**src/rtl/irqagg_pkg.sv**
```systemverilog
package irqagg_pkg;

  // Register select codes of the configuration port
  typedef enum logic [1:0] {
    SEL_STAT = 2'd0,
    SEL_MASK = 2'd1,
    SEL_ENAB = 2'd2,
    SEL_NONE = 2'd3
  } reg_sel_e;

endpackage

```
**src/rtl/irqagg_rst_sync.sv**
```systemverilog
module irqagg_rst_sync #(
  parameter int STAGES = 2
) (
  input  logic clk_i,
  input  logic rst_ni,
  output logic rst_no
);

  logic [STAGES-1:0] sync_q;

  always_ff @(posedge clk_i or negedge rst_ni) begin
    if (!rst_ni) begin
      sync_q <= '0;
    end else begin
      sync_q <= {sync_q[STAGES-2:0], 1'b1};
    end
  end

  assign rst_no = sync_q[STAGES-1];

endmodule

```
**src/rtl/irqagg_status.sv**
```systemverilog
module irqagg_status #(
  parameter int W = 12
) (
  input  logic         clk_i,
  input  logic         rst_ni,
  input  logic [W-1:0] evt_i,
  input  logic         ack_we_i,
  input  logic [W-1:0] keep_i,
  output logic [W-1:0] stat_o
);

  logic [W-1:0] stat_q;
  logic [W-1:0] stat_d;

  // One sticky cell per source; an event beats a clearing write
  for (genvar b = 0; b < W; b++) begin : g_cell
    logic hold;

    always_comb begin
      hold = stat_q[b];
      if (ack_we_i) begin
        hold = stat_q[b] & keep_i[b];
      end
      stat_d[b] = hold | evt_i[b];
    end

    always_ff @(posedge clk_i or negedge rst_ni) begin
      if (!rst_ni) begin
        stat_q[b] <= 1'b0;
      end else begin
        stat_q[b] <= stat_d[b];
      end
    end
  end

  assign stat_o = stat_q;

endmodule

```
**src/rtl/irqagg_ctrl.sv**
```systemverilog
module irqagg_ctrl #(
  parameter int W = 12
) (
  input  logic         clk_i,
  input  logic         rst_ni,
  input  logic         mask_we_i,
  input  logic [W-1:0] mask_wdata_i,
  input  logic         en_we_i,
  input  logic         en_wdata_i,
  output logic [W-1:0] mask_o,
  output logic         en_o
);

  logic [W-1:0] mask_q;
  logic [W-1:0] mask_d;
  logic         en_q;
  logic         en_d;

  always_comb begin
    mask_d = mask_q;
    en_d   = en_q;
    if (mask_we_i) begin
      mask_d = mask_wdata_i;
    end
    if (en_we_i) begin
      en_d = en_wdata_i;
    end
  end

  // Mask resets to every source blocked
  always_ff @(posedge clk_i or negedge rst_ni) begin
    if (!rst_ni) begin
      mask_q <= '1;
    end else if (mask_we_i) begin
      mask_q <= mask_d;
    end
  end

  always_ff @(posedge clk_i or negedge rst_ni) begin
    if (!rst_ni) begin
      en_q <= 1'b0;
    end else if (en_we_i) begin
      en_q <= en_d;
    end
  end

  assign mask_o = mask_q;
  assign en_o   = en_q;

endmodule

```
**src/rtl/irqagg_line.sv**
```systemverilog
module irqagg_line #(
  parameter int W = 12
) (
  input  logic         clk_i,
  input  logic         rst_ni,
  input  logic [W-1:0] stat_i,
  input  logic [W-1:0] mask_i,
  input  logic         en_i,
  output logic         irq_o
);

  logic [W-1:0] live;
  logic         irq_d;
  logic         irq_q;

  always_comb begin
    live  = stat_i & ~mask_i;
    irq_d = en_i & (|live);
  end

  always_ff @(posedge clk_i or negedge rst_ni) begin
    if (!rst_ni) begin
      irq_q <= 1'b0;
    end else begin
      irq_q <= irq_d;
    end
  end

  assign irq_o = irq_q;

endmodule

```
**src/rtl/irqagg_top.sv**
```systemverilog
module irqagg_top #(
  parameter int STAT_W = 12,
  parameter int EN_BIT = 11,
  parameter int DATA_W = 32
) (
  input  logic              clk_i,
  input  logic              rst_ni,
  input  logic [STAT_W-1:0] evt_i,
  input  logic              cfg_we_i,
  input  logic [1:0]        cfg_sel_i,
  input  logic [DATA_W-1:0] cfg_wdata_i,
  output logic [DATA_W-1:0] cfg_rdata_o,
  output logic              irq_o
);

  import irqagg_pkg::*;

  logic              rst_n_sync;
  reg_sel_e          sel;
  logic              stat_we;
  logic              mask_we;
  logic              en_we;
  logic [STAT_W-1:0] stat_q;
  logic [STAT_W-1:0] mask_q;
  logic              en_q;

  irqagg_rst_sync #(.STAGES(2)) u_rst (
    .clk_i  (clk_i),
    .rst_ni (rst_ni),
    .rst_no (rst_n_sync)
  );

  assign sel = reg_sel_e'(cfg_sel_i);

  always_comb begin
    stat_we = 1'b0;
    mask_we = 1'b0;
    en_we   = 1'b0;
    if (cfg_we_i) begin
      unique case (sel)
        SEL_STAT: stat_we = 1'b1;
        SEL_MASK: mask_we = 1'b1;
        SEL_ENAB: en_we   = 1'b1;
        default:  ;
      endcase
    end
  end

  irqagg_status #(.W(STAT_W)) u_stat (
    .clk_i    (clk_i),
    .rst_ni   (rst_n_sync),
    .evt_i    (evt_i),
    .ack_we_i (stat_we),
    .keep_i   (cfg_wdata_i[STAT_W-1:0]),
    .stat_o   (stat_q)
  );

  irqagg_ctrl #(.W(STAT_W)) u_ctrl (
    .clk_i        (clk_i),
    .rst_ni       (rst_n_sync),
    .mask_we_i    (mask_we),
    .mask_wdata_i (cfg_wdata_i[STAT_W-1:0]),
    .en_we_i      (en_we),
    .en_wdata_i   (cfg_wdata_i[EN_BIT]),
    .mask_o       (mask_q),
    .en_o         (en_q)
  );

  irqagg_line #(.W(STAT_W)) u_line (
    .clk_i  (clk_i),
    .rst_ni (rst_n_sync),
    .stat_i (stat_q),
    .mask_i (mask_q),
    .en_i   (en_q),
    .irq_o  (irq_o)
  );

  // Read mux, unimplemented bits read zero
  always_comb begin
    cfg_rdata_o = '0;
    unique case (sel)
      SEL_STAT: cfg_rdata_o[STAT_W-1:0] = stat_q;
      SEL_MASK: cfg_rdata_o[STAT_W-1:0] = mask_q;
      SEL_ENAB: cfg_rdata_o[EN_BIT]     = en_q;
      default:  cfg_rdata_o = '0;
    endcase
  end

endmodule

```
**config.mk**
```make
export PLATFORM = sky130hd
export DESIGN_NAME = irqagg_top
export DESIGN_NICKNAME = d
export VERILOG_FILES = /design/src/rtl/irqagg_pkg.sv /design/src/rtl/irqagg_rst_sync.sv /design/src/rtl/irqagg_status.sv /design/src/rtl/irqagg_ctrl.sv /design/src/rtl/irqagg_line.sv /design/src/rtl/irqagg_top.sv
export SDC_FILE = /design/constraint.sdc
export NUM_CORES = 1
export LEC_CHECK = 0
export BUFFER_PORTS_ARGS = -buffer_cell sky130_fd_sc_hd__clkbuf_2
export CAP_MARGIN = 10
export CORE_ASPECT_RATIO = 0.75
export CORE_MARGIN = 4
export CORE_UTILIZATION = 35
export DETAILED_ROUTE_END_ITERATION = 12
export PLACE_DENSITY_LB_ADDON = 0.08
export SLEW_MARGIN = 20
export SYNTH_ARGS = -nofsm -noshare
export SYNTH_HDL_FRONTEND = slang
export SYNTH_HIERARCHICAL = 1
export SYNTH_SLANG_ARGS = --single-unit
```
**constraint.sdc**
```tcl
create_clock -name clk_i -period 1.3 [get_ports clk_i]
set_clock_uncertainty 0.15 [all_clocks]
set_input_delay 0.13 -clock clk_i [delete_from_list [all_inputs] [get_ports clk_i]]
set_output_delay 0.13 -clock clk_i [all_outputs]
set_load 0.1 [all_outputs]
```
==> results.md, run 1 <==
- Outcome: complete, but fails checks
- Failing checks: negative setup slack
- Commonest non-fill, non-tap cell in the layout: clkbuf_2
- Area fraction in compound gates after synthesis: 8.241%
- Startpoint type of the worst setup path: register
- Critical path endpoint: cfg_rdata_o[6]
- Syn avg cell area: 11.53 um2
- Share of synthesized area spent on multiplexers: 19.26%
- Time the worst path needs with I/O delays and setup: 1.551 ns
- Die Ht: 66.17 um
- Setup violation total in the final timing report: 13
- CTS tree: built
- R2r startpoint: u_ctrl/mask_o[10]
- Routed Wire Length: 3931 um
- Horiz. Die Dim: 85.56 um
- Total via count after detailed routing: 1231
- Tot GR Track Use: 14.66%
- Clock network latency to the later pin of the worst-skew pair: 0.27 ns
- Routed Antenna Nets: 0
- Area Overhead vs Synth: 69.02%
- Number of antenna violations at the first check in global routing: 0
- Total core area: 4204 um2
- Number of port buffers: 41
- Maximum fanout along the worst path: 2
- Diode insertion count for antenna repair: 0
- TritonCTS sink count: 28
- Floorplan row count: 20
- Post-place setup slack: -0.04367 ns
- Reg2reg end: u_line/irq_o
- Pin count of the biggest net entering global routing: 27
- Clock transition at the registers of the reported paths: 0.09 ns
- Most used cells in the layout excluding fill and tap cells: 28 x clkbuf_2, 26 x dlygate4sd3_1, 21 x conb_1, 21 x buf_4, 19 x nand2b_1
- Hold WC Path Type: register to asynchronous set/reset pin
- Adder-cell area share of the yosys netlist: 0%
- Drt first pass iters: 4
- Effective utilization at floorplan: 37.56%
- Synth Cell Area: 1579 um2
- Setup CP Type: register to output port
- Routability congestion estimate: 0.7560
- Setup slack after layout: -0.2511 ns
- Number of unique standard cell types used by synthesis: 22
- Final Hold Viols: 0
- Max-slew violation count: 0
- Max_cap viols: 0
- Net count, final: 278
- Category of the worst setup path capture point: output port
- Layout cells sized above 1: 55.26%
- Achievable clock frequency: 644.7 MHz
- Fillcell total: 342
- Setup repair after global routing missed its margin: true
- Sum of net half-perimeters after detailed placement: 2784 um
- Drt initial violations: 44
- Tcrit/Tclk final: 119.3%
- Vias in the first global route: 1311
- Count of synthesis-stage warnings from yosys: 6
- Leakage power summed over all cells: 1.176 nW
- Simple-gate portion of the synthesized area: 13.00%
- Number of buffers on the longest clock path: 2
- Xor-xnor portion of the synthesized cell area: 0%
- Worst IR drop on VDD: 669.1 uV
- Worst-case register-to-register setup slack: -0.10 ns
- Storage element area: 715.7 um2
- Arrival time of the worst setup path: 1.27 ns
- Wire length per cell after detailed routing: 13.89 um
- Htree depth: 1
- Die Outline Area: 5662 um2
- Global-route wire length before repair: 6368 um
- Ports placed on the boundary: 82
- Utilization of the core after routing: 63.48%
- Vias per std cell: 4.350
- Area of combinational cells with multiple inputs: 944.7 um2
- Syn Inst Count: 137
- Clock buffer count from CTS: 3
- Dominant combinational cell family by area after synthesis: multiplexers
- DRC: 0
- Root buffer selected by CTS: clkbuf_8
- Logic depth of the worst register-to-register path: 3
- Power Density: 1183 nW/um2
- Flops & latches, synth: 28
- Launching instance or port of the critical path: u_ctrl/mask_o[6]
- Total congestion overflow: 0
- Overall power consumption: 3.158 mW
- Required time at the endpoint of the critical path: 1.02 ns
- Sequential area share after synthesis: 45.32%
-- routing by layer --
layer / global-route usage [%] / share of wire, %
met1: 20.36 / 45
met2: 23.84 / 48
met3: 3.611 / 6.8
met4: 1.779 / 0.36
met5: 0 / 0
-- power breakdown --
part / internal, mW / switching (mW) / total (mW)
clock: 0.220 / 0.262 / 0.482
sequential: 1.02 / 0.0813 / 1.10
combinational: 0.659 / 0.913 / 1.57
total: 1.90 / 1.26 / 3.16
-- sequential cells by signal, indices dropped and copies added (netlist names) --
| register | count |
|---|---|
| u_line/irq_o | 1 |
| u_stat/stat_o | 12 |
| u_ctrl/en_o | 1 |
| u_rst/sync_q | 2 |
| u_ctrl/mask_o | 12 |
-- how the worst min path moves through the flow --
stage	start	endpoint	slack [ns]
global route	u_rst/sync_q[1]	u_line/irq_o	0.13
CTS	u_rst/sync_q[1]	u_stat/stat_o[10]	0.11
floorplan	rst_ni	u_rst/sync_q[0]	-0.32
finish	u_rst/sync_q[1]	u_stat/stat_o[10]	0.09
detailed placement	rst_ni	u_rst/sync_q[0]	-0.23
global placement	rst_ni	u_rst/sync_q[0]	-0.23
-- cells by family after synthesis --
family | count (synthesis)
other cells | 2
mux | 25
compound gates | 17
simple gates | 37
flops | 28
buf+inv | 28
-- synth_stat cells --
library cell,instances,area [um2]
buf_2,1,5.000
mux2i_1,12,120.1
a21o_1,12,90.09
buf_6,2,22.52
o31a_1,1,8.760
conb_1,2,7.510
nand2_1,1,3.750
buf_12,1,20.02
nor2_1,12,45.04
o2111ai_1,3,26.28
buf_4,20,150.1
o21ai_0,1,5.000
dfstp_2,12,315.3
mux2_4,10,150.1
dfrtp_1,16,400.4
nand2b_1,21,131.4
inv_1,3,11.26
and3b_2,1,10.01
mux2_2,3,33.78
clkbuf_4,1,7.510
nand3b_1,1,7.510
nor3b_1,1,7.510
-- per-stage QoR --
stage	instance area [um2]	hold slack, ns	instances	setup TNS [ns]
3_5_place_dp	2141	-0.2294	242	-0.5335
4_1_cts	2638	0.1093	282	-2.884
6_report	2669	0.08999	283	-2.553
2_1_floorplan	1752	-0.3156	156	-0.9199
3_3_place_gp	2141	-0.2332	242	-0.3588
5_1_grt	2669	0.1342	283	-3.240
-- critical path: stages (launching register included) --
cell	delay, ns
dfstp_2	0.55
buf_6	0.10
mux2i_4	0.07
nor2_4	0.11
buf_12	0.18
-- what timing repair did --
action / 4_1_cts / 5_1_grt
hold buffers: 26 / 0
setup endpoints to repair: 13 / 13
gates resized for setup: 23 / 3
buffers inserted: 10 / 1
hold endpoints to repair: 27 / 0
pin swaps: 8 / 8
-- final cells by class --
cell class | count | share of cell area, %
multi-input combinational | 100 | 35.40
timing repair buffer | 93 | 33.10
sequential | 28 | 26.82
tap | 55 | 2.579
clock buffer | 4 | 1.688
inverter | 3 | 0.4219
No activity file was read; power rests on OpenSTA's default activity.
==> inputs of run 2 (changes only) <==
- ABC_AREA: default -> 1
- CAP_MARGIN: 10 -> default
- clock period: 1.3 -> 1.8 ns (I/O delays scaled with it)
==> run 2 against run 1 <==
Effect of this change:
- the flow now finishes without violations
- via count grew 15%
- design area shrank 13%
- routed wire length shrank 3.6%
- critical path type unchanged
- non-clock buffer count shrank 20
- die area grew 3.7%
- critical path depth shrank 1
==> results.md, run 2 <==
- R2r startpoint: u_ctrl/mask_o[2] (was u_ctrl/mask_o[10])
- Clock transition at the registers of the reported paths: 0.10 ns (was 0.09 ns)
- Routed Antenna Nets: 0 (unchanged)
- Wire length per cell after detailed routing: 10.44 um (was 13.89 um)
- Floorplan row count: 21 (was 20)
- Syn avg cell area: 6.937 um2 (was 11.53 um2)
- Async set-reset flop share out of synthesis: 100.0% (unchanged)
- Measured slew at the worst slew-check pin: 0.5415 ns
- Overall power consumption: 1.956 mW (was 3.158 mW)
- TritonCTS sink count: 28 (unchanged)
- Routed Wire Length: 3789 um (was 3931 um)
- Sum of net half-perimeters after detailed placement: 2716 um (was 2784 um)
- DRC: 0 (unchanged)
- Number of port buffers: 41 (unchanged)
- Hold buffers post-CTS: 25 (was 26)
- Clock buffer count from CTS: 3 (unchanged)
- Synth Flop Type: dfrtp_1 (unchanged)
- Final sum of negative setup slack: 0 ns (was -2.553 ns)
- Clock network latency to the later pin of the worst-skew pair: 0.27 ns (about the same)
- Logic depth of the worst register-to-register path: 7 (was 3)
- Hold WC Path Type: register to asynchronous set/reset pin (unchanged)
- Number of unique standard cell types used by synthesis: 14 (was 22)
- Utilization of the core after routing: 51.43% (was 63.48%)
- Vias in the first global route: 1373 (was 1311)
- Post-synth EDFFs: 0 (unchanged)
- Achievable clock frequency: 635.9 MHz
- Pin count of the biggest net entering global routing: 16 (was 27)
- Net count, final: 356 (was 278)
- Category of the worst setup path capture point: output port (unchanged)
- Simple-gate portion of the synthesized area: 32.80% (was 13.00%)
- Share of synthesized area spent on multiplexers: 0% (was 19.26%)
- Vias per std cell: 3.909 (was 4.350)
- Tot GR Track Use: 13.43% (was 14.66%)
- Root buffer selected by CTS: clkbuf_8 (unchanged)
- Post-cts resize count: 0 (was 23)
- Number of buffers on the longest clock path: 2 (unchanged)
- Total via count after detailed routing: 1419 (was 1231)
- Top cell type's share of synthesized area: 26.26% (was 25.36%)
- Count of synthesis-stage warnings from yosys: 6 (unchanged)
- Time the worst path needs with I/O delays and setup: 1.573 ns
- Area fraction in compound gates after synthesis: 0.3044% (was 8.241%)
- Diode insertion count for antenna repair: 0 (unchanged)
- Htree depth: 1 (unchanged)
- Synth Cell Area: 1644 um2 (was 1579 um2)
- Drt initial violations: 37 (was 44)
- Sequential area share after synthesis: 43.53% (was 45.32%)
- Most numerous cell types in the synthesized netlist: 115 x nand2_1, 40 x inv_1, 21 x buf_4, 16 x dfrtp_1, 15 x nand3_1 (was 21 x nand2b_1, 20 x buf_4, 16 x dfrtp_1)
- Syn Inst Count: 237 (was 137)
- Required time at the endpoint of the critical path: 1.47 ns (was 1.02 ns)
- Commonest non-fill, non-tap cell in the layout: nand2_1 (was clkbuf_2)
- Reg2reg end: u_line/irq_o (unchanged)
- Tcrit/Tclk final: 87.37%
- Max-slew violation count: 0 (unchanged)
- Post-place setup slack: 0.3877 ns (was -0.04367 ns)
- Post-CTS setup buffer count: 0 (was 10)
- Placed inst area: 2006 um2 (was 2141 um2)
- Max_cap viols: 0 (unchanged)
- Setup CP Type: register to output port (unchanged)
- Xor-xnor portion of the synthesized cell area: 0% (unchanged)
- Cell type contributing the most total cell area after synthesis: nand2_1 (was dfrtp_1)
- Die Ht: 67.36 um (was 66.17 um)
- Effective utilization at floorplan: 36.59% (was 37.56%)
- Instance count after placement with tap cells included: 334 (was 242)
- Total core area: 4493 um2 (was 4204 um2)
- Final Non-Filler Cells: 363 (was 283)
- Adder-cell area share of the yosys netlist: 0% (unchanged)
- Final Hold Viols: 0 (unchanged)
- Routability congestion estimate: 0.7311 (was 0.7560)
- Most instantiated library cell after synthesis: nand2_1 (was nand2b_1)
- Worst hold slack: 0.05191 ns (was 0.08999 ns)
- Global-route wire length before repair: 6182 um (was 6368 um)
- Synth top area cells: nand2_1 26%, dfrtp_1 24%, dfstp_2 19%, buf_4 9.6%, inv_1 9.1% (was dfrtp_1 25%, dfstp_2 20%, buf_4 9.5%, mux2_4 9.5%, nand2b_1 8.3%)
- Die Outline Area: 5869 um2 (was 5662 um2)
- Worst IR drop on VDD: 390.1 uV (was 669.1 uV)
- Most used cells in the layout excluding fill and tap cells: 115 x nand2_1, 40 x inv_1, 29 x clkbuf_2 (was 28 x clkbuf_2, 26 x dlygate4sd3_1, 21 x conb_1, 21 x buf_4, 19 x nand2b_1)
- Setup slack after layout: 0.2274 ns (was -0.2511 ns)
- Area Overhead vs Synth: 40.56% (was 69.02%)
- Outcome: complete, no violations (was complete, but fails checks)
- Ports placed on the boundary: 82 (unchanged)
- Setup repair after global routing missed its margin: false (was true)
- Flops & latches, synth: 28 (unchanged)
- Setup violation total in the final timing report: 0 (was 13)
- Power Density: 846.2 nW/um2 (was 1183 nW/um2)
- Maximum fanout along the worst path: 3 (was 2)
- Worst-case register-to-register setup slack: 0.55 ns (was -0.10 ns)
- Dominant combinational cell family by area after synthesis: simple AND/OR/NAND/NOR gates (was multiplexers)
- Number of antenna violations at the first check in global routing: 0 (unchanged)
- Drt first pass iters: 4 (unchanged)
- Startpoint type of the worst setup path: register (unchanged)
- Total congestion overflow: 0 (unchanged)
- Horiz. Die Dim: 87.14 um (was 85.56 um)
- CTS tree: built (unchanged)
- Leakage power summed over all cells: 1.334 nW (was 1.176 nW)
- Arrival time of the worst setup path: 1.24 ns (was 1.27 ns)
- Layout cells sized above 1: 21.90% (was 55.26%)
- Slew headroom: 64.05%
- Final design area excluding fillers: 2311 um2 (was 2669 um2)
==> run 2: cell count changes after synthesis, moves of 10 or more <==
cell	change
a21o_1	-12
mux2i_1	-12
nand2_1	+114
mux2_4	-10
inv_1	+37
nand3_1	+15
nand2b_1	-21
==> run 2: logic make-up (layout without fill, tap and decap cells) <==
family                 count (synthesis)  after routing
flip-flops                            28             28
other                                  2             21
buffers and inverters                 69            119
AND/OR/NAND/NOR                      137            137
AO/OA/AOI/OAI                          1              1
==> run 2: how the worst max path moves through the flow <==
stage / end / slack [ns] / start / cells past startpoint
floorplan: cfg_rdata_o[11] / 0.14 / u_ctrl/mask_o[11] / 2
global placement: u_ctrl/mask_o[1] / 0.39 / cfg_sel_i[0] / 6
detailed placement: u_ctrl/mask_o[9] / 0.39 / cfg_sel_i[0] / 6
CTS: cfg_rdata_o[11] / 0.21 / u_ctrl/mask_o[11] / 3
global route: cfg_rdata_o[3] / 0.16 / u_ctrl/mask_o[3] / 3
finish: cfg_rdata_o[1] / 0.23 / u_ctrl/mask_o[1] / 3
==> run 2: final cells by class <==
class | instances | area [um2]
fillers | 438 | 2182
well taps | 57 | 71.32
repair buffers | 73 | 688.2
inverters | 42 | 157.7
clock buffers | 4 | 55.05
flip-flops and latches | 28 | 715.7
multi-input cells | 159 | 623.1
==> run 2: layer usage <==
metal	global-route usage (%)	routed length [um]	share of wire [%]
met4	1.724	17	0.45
met5	0	0	0
met1	18.60	1811	48
met2	21.78	1684	44
met3	3.537	276	7.3
==> run 2: critical path, stage by stage (launching register included) <==
cell,delay [ns]
dfstp_2,0.55
nand3_1,0.07
nand2_1,0.15
buf_12,0.19
==> run 2: where the power goes <==
group          switching [mW]  total, mW  internal, mW  leakage [nW]
clock                   0.189      0.385         0.196        0.0288
combinational           0.575      0.805         0.230          1.02
sequential             0.0431      0.766         0.723         0.283
total                   0.807       1.96          1.15          1.33
==> inputs of run 3 (changes only) <==
- ABC_AREA: 1 -> default
==> run 3 against run 2 <==
Effect of this change:
- routed wire length fell by 6.7%
- first-iteration DRC count rose by 27%
- cell count fell by 28%
- fmax fell by 1.2%
- worst hold slack got worse by 0.039 ns
- combinational power rose by 11%
- sequential share of layout area rose by 0.29 points
- core utilization rose by 3.0 points
- non-clock buffer count fell by 3
- worst setup slack got worse by 0.020 ns
- clock-buffer cell count fell by 1
- power rose by 11%
- critical endpoint is now cfg_rdata_o[11]
- highest routed layer unchanged
==> results.md, run 3 (synthesis results as in run 1) <==
- Number of port buffers: 41 (unchanged)
- Utilization of the core after routing: 54.46% (was 51.43%)
- Clock transition at the registers of the reported paths: 0.10 ns (about the same)
- Number of antenna violations at the first check in global routing: 0 (unchanged)
- Total core area: 4204 um2 (was 4493 um2)
- Arrival time of the worst setup path: 1.26 ns (was 1.24 ns)
- Effective utilization at floorplan: 37.56% (was 36.59%)
- Required time at the endpoint of the critical path: 1.47 ns (about the same)
- Final Non-Filler Cells: 260 (was 363)
- Layout cells sized above 1: 43.41% (was 21.90%)
- Pin count of the biggest net entering global routing: 27 (was 16)
- Placed inst area: 1988 um2 (was 2006 um2)
- Critical hold path startpoint: cfg_wdata_i[8]
- Worst hold endpoint: u_ctrl/mask_o[8]
- Worst hold path cell count: 2
- Routed Wire Length: 3536 um (was 3789 um)
- Floorplan row count: 20 (was 21)
- Final sum of negative setup slack: 0 ns (unchanged)
- Max_cap viols: 0 (unchanged)
- Vias per std cell: 4.377 (was 3.909)
- Max-slew violation count: 0 (unchanged)
- Vias in the first global route: 1096 (was 1373)
- Final Hold Viols: 0 (unchanged)
- Instance count after placement with tap cells included: 233 (was 334)
- Clock buffer count from CTS: 3 (unchanged)
- Worst IR drop on VDD: 456.1 uV (was 390.1 uV)
- Slew headroom: 64.23% (was 64.05%)
- Routed Antenna Nets: 0 (unchanged)
- Maximum fanout along the worst path: 3 (unchanged)
- Commonest non-fill, non-tap cell in the layout: clkbuf_2 (was nand2_1)
- Diode insertion count for antenna repair: 0 (unchanged)
- Worst-case register-to-register setup slack: 0.44 ns (was 0.55 ns)
- Setup repair after global routing missed its margin: false (unchanged)
- Tcrit/Tclk final: 88.45% (was 87.37%)
- Hold WC Path Type: input pin to register (was register to asynchronous set/reset pin)
- Wire length per cell after detailed routing: 13.60 um (was 10.44 um)
- Time the worst path needs with I/O delays and setup: 1.592 ns (was 1.573 ns)
- Overall power consumption: 2.179 mW (was 1.956 mW)
- CTS tree: built (unchanged)
- Tot GR Track Use: 13.11% (was 13.43%)
- R2r startpoint: u_ctrl/mask_o[10] (was u_ctrl/mask_o[2])
- Logic depth of the worst register-to-register path: 3 (was 7)
- Horiz. Die Dim: 85.56 um (was 87.14 um)
- Achievable clock frequency: 628.1 MHz (was 635.9 MHz)
- Outcome: complete, no violations (unchanged)
- Total congestion overflow: 0 (unchanged)
- Total via count after detailed routing: 1138 (was 1419)
- Category of the worst setup path capture point: output port (unchanged)
- Die Ht: 66.17 um (was 67.36 um)
- Measured slew at the worst slew-check pin: 0.5389 ns (was 0.5415 ns)
- DRC: 0 (unchanged)
- TritonCTS sink count: 28 (unchanged)
- Global-route wire length before repair: 5644 um (was 6182 um)
- Clock network latency to the later pin of the worst-skew pair: 0.28 ns (was 0.27 ns)
- Root buffer selected by CTS: clkbuf_8 (unchanged)
- Net count, final: 255 (was 356)
- Drt first pass iters: 5 (was 4)
- Drt initial violations: 47 (was 37)
- Final design area excluding fillers: 2290 um2 (was 2311 um2)
- Reg2reg end: u_line/irq_o (unchanged)
- Area Overhead vs Synth: 45.01% (was 40.56%)
- Die Outline Area: 5662 um2 (was 5869 um2)
- Startpoint type of the worst setup path: register (unchanged)
- Htree depth: 1 (unchanged)
- Routability congestion estimate: 0.7349 (was 0.7311)
- Number of buffers on the longest clock path: 2 (unchanged)
- Sum of net half-perimeters after detailed placement: 2541 um (was 2716 um)
- Most used cells in the layout excluding fill and tap cells: 29 x clkbuf_2, 23 x dlygate4sd3_1, 21 x conb_1, 21 x nand2b_1, 16 x dfrtp_1 (was 115 x nand2_1, 40 x inv_1, 29 x clkbuf_2)
- Setup violation total in the final timing report: 0 (unchanged)
- Power Density: 951.6 nW/um2 (was 846.2 nW/um2)
- Setup CP Type: register to output port (unchanged)
- Ports placed on the boundary: 82 (unchanged)
- Leakage power summed over all cells: 1.050 nW (was 1.334 nW)
run 3: cell count changes in the layout (fill, tap and decap cells not counted), sizes merged, moves of 2 or more:
cell         delta
a21o           +12
dlygate4sd3     -2
inv            -39
mux2           +13
mux2i          +12
nand2         -114
nand2b         +21
nand3          -15
nor2            +8
nor3            -3
o2111ai         +3
run 3: worst max path at each step:
stage          slack, ns              start                 to
2_1_floorplan       0.07  u_ctrl/mask_o[11]    cfg_rdata_o[11]
3_3_place_gp        0.31       cfg_sel_i[0]  u_ctrl/mask_o[11]
3_5_place_dp        0.30       cfg_sel_i[0]  u_ctrl/mask_o[11]
4_1_cts             0.19  u_ctrl/mask_o[11]    cfg_rdata_o[11]
5_1_grt             0.14   u_ctrl/mask_o[9]     cfg_rdata_o[9]
6_report            0.21  u_ctrl/mask_o[11]    cfg_rdata_o[11]
run 3: per-layer routing:
metal	GRT usage, %	part of all wire (%)	up-vias	wire, um
li1	-	-	551	-
met1	19.39	46	527	1612
met2	19.09	44	58	1553
met3	3.985	10	2	356
met4	1.779	0.37	0	13
met5	0	0	-	0
run 3: timing repair:
action | CTS | global route
setup endpoints to repair | 0 | 0
endpoints found under the hold margin | 24 | 0
hold buffers | 23 | 0
setup buffers | 0 | 0
gates resized for setup | 0 | 0
run 3: layout make-up:
cell class	count	area (um2)
sequential	28	715.7
clock inverter	1	30.03
fill	393	1914
tap	55	68.82
timing repair buffer	70	673.1
multi-input combinational	100	749.5
clock buffer	3	41.29
inverter	3	11.26
run 3: worst max-delay path, cell delays in order, from the launching register on:
cell     delay [ns]
dfstp_2        0.54
mux2i_1        0.07
o21ai_2        0.17
buf_12         0.20
run 3: power by group:
group / internal, mW / switching, mW
clock network: 0.298 / 0.201
registers: 0.739 / 0.0516
logic: 0.311 / 0.579
run 3: stage by stage:
step	hold slack (ns)	setup WS [ns]
3_5_place_dp	-0.1802	0.2960
6_report	0.01260	0.2078
2_1_floorplan	-0.2656	0.07087
4_1_cts	0.004545	0.1896
3_3_place_gp	-0.1834	0.3130
5_1_grt	0.006233	0.1436
